## config.mk

```make
export PLATFORM = sky130hd
export DESIGN_NAME = trap_entry_ctrl
export DESIGN_NICKNAME = d
export VERILOG_FILES = /design/src/rtl/trap_pkg.sv /design/src/rtl/trap_ext_queue.sv /design/src/rtl/trap_arbiter.sv /design/src/rtl/trap_entry_ctrl.sv
export SDC_FILE = /design/constraint.sdc
export NUM_CORES = 1
export LEC_CHECK = 0
export CORE_ASPECT_RATIO = 0.7
export CORE_MARGIN = 2
export CORE_UTILIZATION = 42
export DETAILED_ROUTE_END_ITERATION = 10
export PLACE_DENSITY = 0.8
export SYNTH_ARGS = -nofsm -noshare
export SYNTH_HDL_FRONTEND = slang
export SYNTH_SLANG_ARGS = --single-unit
```

## constraint.sdc

```tcl
create_clock -name clk -period 12 [get_ports clk]
set_clock_uncertainty 0.05 [all_clocks]
set_input_delay 1.2 -clock clk [delete_from_list [all_inputs] [get_ports clk]]
set_output_delay 1.2 -clock clk [all_outputs]
set_load 0.05 [all_outputs]
```

## src/rtl/trap_pkg.sv

```systemverilog
// Shared types and constants for the trap entry controller.
// Assumes an 8-bit vector index placed directly above a 4-bit alignment gap.
package trap_pkg;
    typedef enum logic [1:0] {
        TK_PROGRAM  = 2'd0,
        TK_SOFTWARE = 2'd1,
        TK_BREAK    = 2'd2
    } trap_kind_e;

    typedef enum logic [1:0] {
        SEL_NONE  = 2'd0,
        SEL_BREAK = 2'd1,
        SEL_SYNC  = 2'd2,
        SEL_EXT   = 2'd3
    } trap_sel_e;

    localparam logic [7:0] BREAK_INDEX    = 8'hFF;
    localparam logic [7:0] EXT_INDEX_BASE = 8'h10;
endpackage

```

## src/rtl/trap_ext_queue.sv

```systemverilog
// Pending store for external interrupt levels.
// Slots are unordered. The head is the highest pending level (lowest slot wins a tie).
// A push into a full store is dropped and sets a sticky overflow flag.
// Pop and push may occur in the same cycle. A pop never targets the slot a push fills.
module trap_ext_queue #(
    parameter int DEPTH = 8,
    parameter int LVL_W = 4,
    localparam int IDX_W = (DEPTH > 1) ? $clog2(DEPTH) : 1,
    localparam int CNT_W = $clog2(DEPTH + 1)
) (
    input  logic             clk,
    input  logic             rst_n,
    input  logic             push,
    input  logic [LVL_W-1:0] push_level,
    input  logic             pop,
    output logic             head_valid,
    output logic [LVL_W-1:0] head_level,
    output logic [CNT_W-1:0] count,
    output logic             overflow
);
    logic [DEPTH-1:0] vld;
    logic [LVL_W-1:0] lvl [DEPTH];
    logic [IDX_W-1:0] head_idx;
    logic [IDX_W-1:0] free_idx;
    logic             full;

    // Pick the highest pending level as head.
    always_comb begin
        head_valid = 1'b0;
        head_level = '0;
        head_idx   = '0;
        for (int i = 0; i < DEPTH; i++) begin
            if (vld[i] && (!head_valid || lvl[i] > head_level)) begin
                head_valid = 1'b1;
                head_level = lvl[i];
                head_idx   = IDX_W'(i);
            end
        end
    end

    // Find the lowest free slot and count occupancy.
    always_comb begin
        free_idx = '0;
        count    = '0;
        for (int i = DEPTH - 1; i >= 0; i--) begin
            if (!vld[i]) free_idx = IDX_W'(i);
        end
        for (int i = 0; i < DEPTH; i++) begin
            count = count + CNT_W'(vld[i]);
        end
        full = &vld;
    end

    // Slot valid bits and the overflow flag.
    always_ff @(posedge clk) begin
        if (!rst_n) begin
            vld      <= '0;
            overflow <= 1'b0;
        end else begin
            if (pop && head_valid) vld[head_idx] <= 1'b0;
            if (push && !full)     vld[free_idx] <= 1'b1;
            if (push && full)      overflow      <= 1'b1;
        end
    end

    // Slot level storage. No reset is needed: a slot's level is read only while its valid bit is set.
    always_ff @(posedge clk) begin
        if (push && !full) lvl[free_idx] <= push_level;
    end

    assert_count_bound_R10: assert property (@(posedge clk) disable iff (!rst_n)
        count <= CNT_W'(DEPTH));
    assert_overflow_on_full_R10: assert property (@(posedge clk) disable iff (!rst_n)
        $rose(overflow) |-> $past(count) == CNT_W'(DEPTH));
    assert_pop_has_head_R7: assert property (@(posedge clk) disable iff (!rst_n)
        pop |-> head_valid);
endmodule

```

## src/rtl/trap_arbiter.sv

```systemverilog
// Chooses at most one trap per cycle: break, then program/software, then external.
// Also gives the new vector index.
// Assumes the synchronous request is valid for exactly the cycle it is presented.
module trap_arbiter
    import trap_pkg::*;
#(
    parameter int LVL_W = 4,
    parameter int IDX_W = 8
) (
    input  logic             halted,
    input  logic             trap_req,
    input  logic [1:0]       trap_kind,
    input  logic [IDX_W-1:0] trap_offset,
    input  logic             trap_en,
    input  logic [LVL_W-1:0] irq_floor,
    input  logic             head_valid,
    input  logic [LVL_W-1:0] head_level,
    output trap_sel_e        sel,
    output logic [IDX_W-1:0] new_index,
    output logic             ext_pop
);
    localparam logic [LVL_W-1:0] LVL_TOP = '1;

    logic ext_ok;

    // Masking test for the offered external level.
    always_comb begin
        ext_ok = head_valid && trap_en && (head_level == LVL_TOP || head_level >= irq_floor);
    end

    // Priority selection and vector index.
    always_comb begin
        sel       = SEL_NONE;
        new_index = '0;
        if (!halted) begin
            if (trap_req && trap_kind == TK_BREAK) begin
                sel       = SEL_BREAK;
                new_index = IDX_W'(BREAK_INDEX);
            end else if (trap_req) begin
                sel       = SEL_SYNC;
                new_index = trap_offset;
            end else if (ext_ok) begin
                sel       = SEL_EXT;
                new_index = IDX_W'(EXT_INDEX_BASE) + IDX_W'(head_level);
            end
        end
        ext_pop = (sel == SEL_EXT);
    end
endmodule

```

## src/rtl/trap_entry_ctrl.sv

```systemverilog
// Trap entry controller top.
// Holds the status, break-save, saved-PC and vector registers and updates them when a trap is taken.
// Assumes a synchronous active-low reset. The redirect is registered and is valid one cycle after the taking edge.
module trap_entry_ctrl
    import trap_pkg::*;
#(
    parameter int PC_W   = 32,
    parameter int IDX_W  = 8,
    parameter int ALIGN  = 4,
    parameter int LVL_W  = 4,
    parameter int QDEPTH = 8,
    localparam int BASE_W = PC_W - IDX_W - ALIGN,
    localparam int CNT_W  = $clog2(QDEPTH + 1)
) (
    input  logic              clk,
    input  logic              rst_n,
    input  logic              trap_req,
    input  logic [1:0]        trap_kind,
    input  logic              trap_precise,
    input  logic [IDX_W-1:0]  trap_offset,
    input  logic [PC_W-1:0]   pc_cur,
    input  logic [PC_W-1:0]   pc_prev,
    input  logic              ext_push,
    input  logic [LVL_W-1:0]  ext_level,
    input  logic              wr_stat,
    input  logic              wr_sup,
    input  logic              wr_trap_en,
    input  logic [LVL_W-1:0]  wr_floor,
    input  logic              wr_vec,
    input  logic [BASE_W-1:0] wr_vec_base,
    output logic              redirect_valid,
    output logic [PC_W-1:0]   redirect_pc,
    output logic              debug_mode,
    output logic              halted,
    output logic              sup,
    output logic              prev_sup,
    output logic              trap_en,
    output logic [LVL_W-1:0]  irq_floor,
    output logic              brk_sup,
    output logic              brk_trap_en,
    output logic [PC_W-1:0]   save_pc,
    output logic [PC_W-1:0]   brk_save_pc,
    output logic [PC_W-1:0]   vec_reg,
    output logic [CNT_W-1:0]  q_count,
    output logic              q_overflow
);
    logic [BASE_W-1:0] vec_base;
    logic [IDX_W-1:0]  vec_index;
    logic              head_valid;
    logic [LVL_W-1:0]  head_level;
    trap_sel_e         sel;
    logic [IDX_W-1:0]  new_index;
    logic              ext_pop;

    assign vec_reg = {vec_base, vec_index, {ALIGN{1'b0}}};

    trap_ext_queue #(.DEPTH(QDEPTH), .LVL_W(LVL_W)) u_queue (
        .clk        (clk),
        .rst_n      (rst_n),
        .push       (ext_push),
        .push_level (ext_level),
        .pop        (ext_pop),
        .head_valid (head_valid),
        .head_level (head_level),
        .count      (q_count),
        .overflow   (q_overflow)
    );

    trap_arbiter #(.LVL_W(LVL_W), .IDX_W(IDX_W)) u_arb (
        .halted      (halted),
        .trap_req    (trap_req),
        .trap_kind   (trap_kind),
        .trap_offset (trap_offset),
        .trap_en     (trap_en),
        .irq_floor   (irq_floor),
        .head_valid  (head_valid),
        .head_level  (head_level),
        .sel         (sel),
        .new_index   (new_index),
        .ext_pop     (ext_pop)
    );

    // Architectural state update for the selected trap, or control writes when no trap is taken.
    always_ff @(posedge clk) begin
        if (!rst_n) begin
            sup            <= 1'b1;
            prev_sup       <= 1'b0;
            trap_en        <= 1'b0;
            irq_floor      <= '0;
            brk_sup        <= 1'b0;
            brk_trap_en    <= 1'b0;
            save_pc        <= '0;
            brk_save_pc    <= '0;
            vec_base       <= '0;
            vec_index      <= '0;
            redirect_valid <= 1'b0;
            redirect_pc    <= '0;
            debug_mode     <= 1'b0;
            halted         <= 1'b0;
        end else begin
            redirect_valid <= (sel != SEL_NONE);
            redirect_pc    <= '0;
            case (sel)
                SEL_BREAK: begin
                    brk_sup     <= sup;
                    brk_trap_en <= trap_en;
                    sup         <= 1'b1;
                    trap_en     <= 1'b0;
                    brk_save_pc <= pc_cur;
                    vec_index   <= new_index;
                    redirect_pc <= {vec_base, new_index, {ALIGN{1'b0}}};
                    debug_mode  <= 1'b1;
                end
                SEL_SYNC: begin
                    prev_sup    <= sup;
                    sup         <= 1'b1;
                    trap_en     <= 1'b0;
                    save_pc     <= trap_precise ? pc_prev : pc_cur;
                    vec_index   <= new_index;
                    redirect_pc <= {vec_base, new_index, {ALIGN{1'b0}}};
                    if (!trap_en) halted <= 1'b1;
                end
                SEL_EXT: begin
                    prev_sup    <= sup;
                    sup         <= 1'b1;
                    trap_en     <= 1'b0;
                    save_pc     <= pc_cur;
                    vec_index   <= new_index;
                    redirect_pc <= {vec_base, new_index, {ALIGN{1'b0}}};
                end
                default: begin
                    if (wr_stat) begin
                        sup       <= wr_sup;
                        trap_en   <= wr_trap_en;
                        irq_floor <= wr_floor;
                    end
                    if (wr_vec) vec_base <= wr_vec_base;
                end
            endcase
        end
    end

    assert_trap_enters_super_R4: assert property (@(posedge clk) disable iff (!rst_n)
        redirect_valid |-> (sup && !trap_en));
    assert_redirect_matches_vec_R3: assert property (@(posedge clk) disable iff (!rst_n)
        redirect_valid |-> redirect_pc == vec_reg);
    assert_redirect_aligned_R3: assert property (@(posedge clk) disable iff (!rst_n)
        redirect_pc[ALIGN-1:0] == '0);
    assert_debug_index_R2: assert property (@(posedge clk) disable iff (!rst_n)
        $rose(debug_mode) |-> vec_reg[ALIGN+IDX_W-1:ALIGN] == IDX_W'(BREAK_INDEX));
    assert_halt_sticky_R6: assert property (@(posedge clk) disable iff (!rst_n)
        halted |=> halted);
    assert_halt_cause_R6: assert property (@(posedge clk) disable iff (!rst_n)
        $rose(halted) |-> (redirect_valid && !$past(trap_en)));
endmodule

```

==> flow_metrics.tcl <==
set metrics [dict create \
    outcome "complete, no violations" \
    ant_nets 0 \
    final.period_utilization 0.9615 \
    grt_usage 0.2344 \
    synth_cell_types 63 \
    path_buf_inv 10 \
    drtIter0Drc 543 \
    hold_violations 0 \
    crit_family "compound AO/OA/AOI/OAI gates" \
    synth_compound_area_frac 0.1735 \
    ios 256 \
    slowest_stage "edfxtp_1" \
    synth_xor_area_frac 0.001102 \
    arrival_ps 11820 \
    synth_top_family_by_area "compound AO/OA/AOI/OAI gates" \
    syn-cell-area_sq_mm 0.007945 \
    clkLatencyLatePin_ps 430 \
    antenna_cells 0 \
    finalSetupViolations 0 \
    syn_to_final_growth_pct 50.16 \
    synthArstFlopShare 0 \
    max_slew_margin 0.3976 \
    ys_seq_elements 173 \
    clockBufferDepth 2 \
    die_h_um 119.1 \
    synth_most_common_cell "dfxtp_1" \
    fp-row-count 42 \
    worst_slew_pin_slew_ps 903.6 \
    vias 7104 \
    drc 0 \
    dp_hpwl_um 17270 \
    cts_hold_buf 0 \
    synth_edf_count 32 \
    start_util 0.4247 \
    critPathMaxFanout 7 \
    power.density_mw_per_mm2 132.9 \
    r2r_slack_ps 460 \
    peakVddDrop_v 0.00007823 \
    wl_met2_um 11180 \
    top_layer "met4" \
    synth_flop_cell "dfxtp_1" \
    criticalPathCategory "register to register" \
    antenna_found_initial 0 \
    cp-end-kind "register" \
    grt_overflow 0 \
    yosys_warnings 0 \
    hp-class "register to register" \
    synthAdderAreaFrac 0.06677 \
    p_leak_uw 0.004745 \
    postSynthCellCount 818 \
    max_stage_delay_ps 400 \
    ys_seq_area_frac 0.4762 \
    synthMuxAreaShare 0.08016 \
    cts_buffers 17 \
    cts.clk_slew.worst_paths_ps 80 \
    fmax_mhz 86.67 \
    coreArea_sq_mm 0.01871 \
    total_power_uw 1585 \
    wl_met1_um 11030 \
    wire_per_inst_um 18.46 \
    grt_max_degree 104 \
    htree_num_levels 4 \
    clock_sink_count 173 \
    required_ps 12280 \
    drv_slew 0 \
    setup_slack_ps 462.1 \
    worst_path_most_repeated_cell "ha_1" \
    yosysTopAreaCellShare 0.3553 \
    nets 1243 \
    cap_violations 0 \
    clockRootBuffer "clkbuf_16" \
    grt_pass1_vias 6741 \
    yosys.area_share.simple 0.1501 \
    synth_largest_area_cell "dfxtp_1" \
    die-area_sq_mm 0.02005 \
    die_w_um 168.4 \
    dr_wl_met3_um 2087 \
    wl_um 24870 \
    globalplace.congestion 0.9061 \
    cts_tree "done" \
    period_minus_slack_ps 11540 \
    via_per_inst 5.274 \
    place_ws_ps -585.5 \
    io_buffers 247 \
    drive_above_1_share 0.1439 \
    synthTopCellsByArea "dfxtp_1, edfxtp_1, mux2i_1, ha_1, nand2_1" \
    cp-start-kind "register" \
    yosys-top-cells-count "dfxtp_1, nand2_1, mux2i_1" \
    grt_pass1_wl_um 36980 \
    synth_area_per_cell_sq_um 9.713 \
    dr.pass1.iters 5 \
]
cell type report:
type | count | area (sq um)
clock buffer | 17 | 425.4
clock inverter | 15 | 167.7
fill | 1487 | 6778
inverter | 33 | 123.9
multi-input combinational | 563 | 4128
sequential | 173 | 3787
tap | 242 | 302.8
timing repair buffer | 304 | 2995
power breakdown:
group	switching [uW]	internal, uW
combinational	231	163
sequential	18.5	621
clock	271	281
total	521	1060
cell families (layout without fill, tap and decap cells):
kind of cell,after synthesis,count (layout)
AND/OR/NAND/NOR,245,245
other,1,8
multiplexers,63,63
flip-flops,173,173
buffers and inverters,89,369
adder cells (fa/ha/maj),40,40
XOR/XNOR,1,1
AO/OA/AOI/OAI,206,206
what timing repair did:
action,in CTS,in global routing
cloned,0,3
resized for setup,11,69
buffers inserted,1,35
pin swaps,1,25
endpoints found under the setup margin,101,101
stage by stage:
stage,TNS (ps),util,hold slack (ps),area [sq um],std cells
final,0,0.6377,406.6,11930,1347
after global routing,-7133,0.6377,431.9,11930,1347
after CTS,-29.81,0.6029,408.0,11280,1309
after detailed placement,-44150,0.5686,398.5,10640,1276
after global placement,-870.2,0.5686,393.8,10640,1276
after floorplan,0,-,495.5,7971,825
worst reg2reg max path, delay by kind of cell, from the launching register on:
| family | cells | cell delay, ps |
|---|---|---|
| DFF | 1 | 400 |
| buffers and inverters | 10 | 1260 |
| muxes | 1 | 150 |
| AOI/OAI and AO/OA | 29 | 5250 |
| adders and majority gates | 8 | 2240 |
| and+or+nand+nor | 14 | 2110 |
flip-flops by register name (all words and copies together) (netlist names), 4 cells and up:
name and cells:
brk_save_pc 32, save_pc 32, u_queue.lvl 32, redirect_pc 28, vec_base 20, u_queue.vld 8, vec_index 8, irq_floor 4
per-layer routing:
| metal | GRT usage | vias up |
|---|---|---|
| li1 | - | 3434 |
| met1 | 0.3197 | 3334 |
| met5 | 0 | - |
| met4 | 0.08028 | 0 |
| met2 | 0.3524 | 293 |
| met3 | 0.07278 | 43 |
worst paths after layout:
kind	depth (start not counted)	startpoint	endpoint
worst min-delay path	2	vec_index[3]	vec_index[3]
worst max register to register	62	u_queue.lvl[0][0]	vec_base[11]
worst min register to register	2	vec_index[3]	vec_index[3]
worst max-delay path	62	u_queue.lvl[0][0]	vec_base[11]
cell usage in the layout (no fill, tap or decap), types with 32 or more instances in the layout:
cell             synthesis  routed
clkdlybuf4s50_1          0     246
dfxtp_1                141     140
nand2_1                106     100
mux2i_1                 58      58
a21oi_1                 51      47
buf_4                   11      47
o21ai_0                 46      39
a21boi_0                34      34
nor2b_1                 33      33
edfxtp_1                32      32
Power figures use the tool's default switching activity.
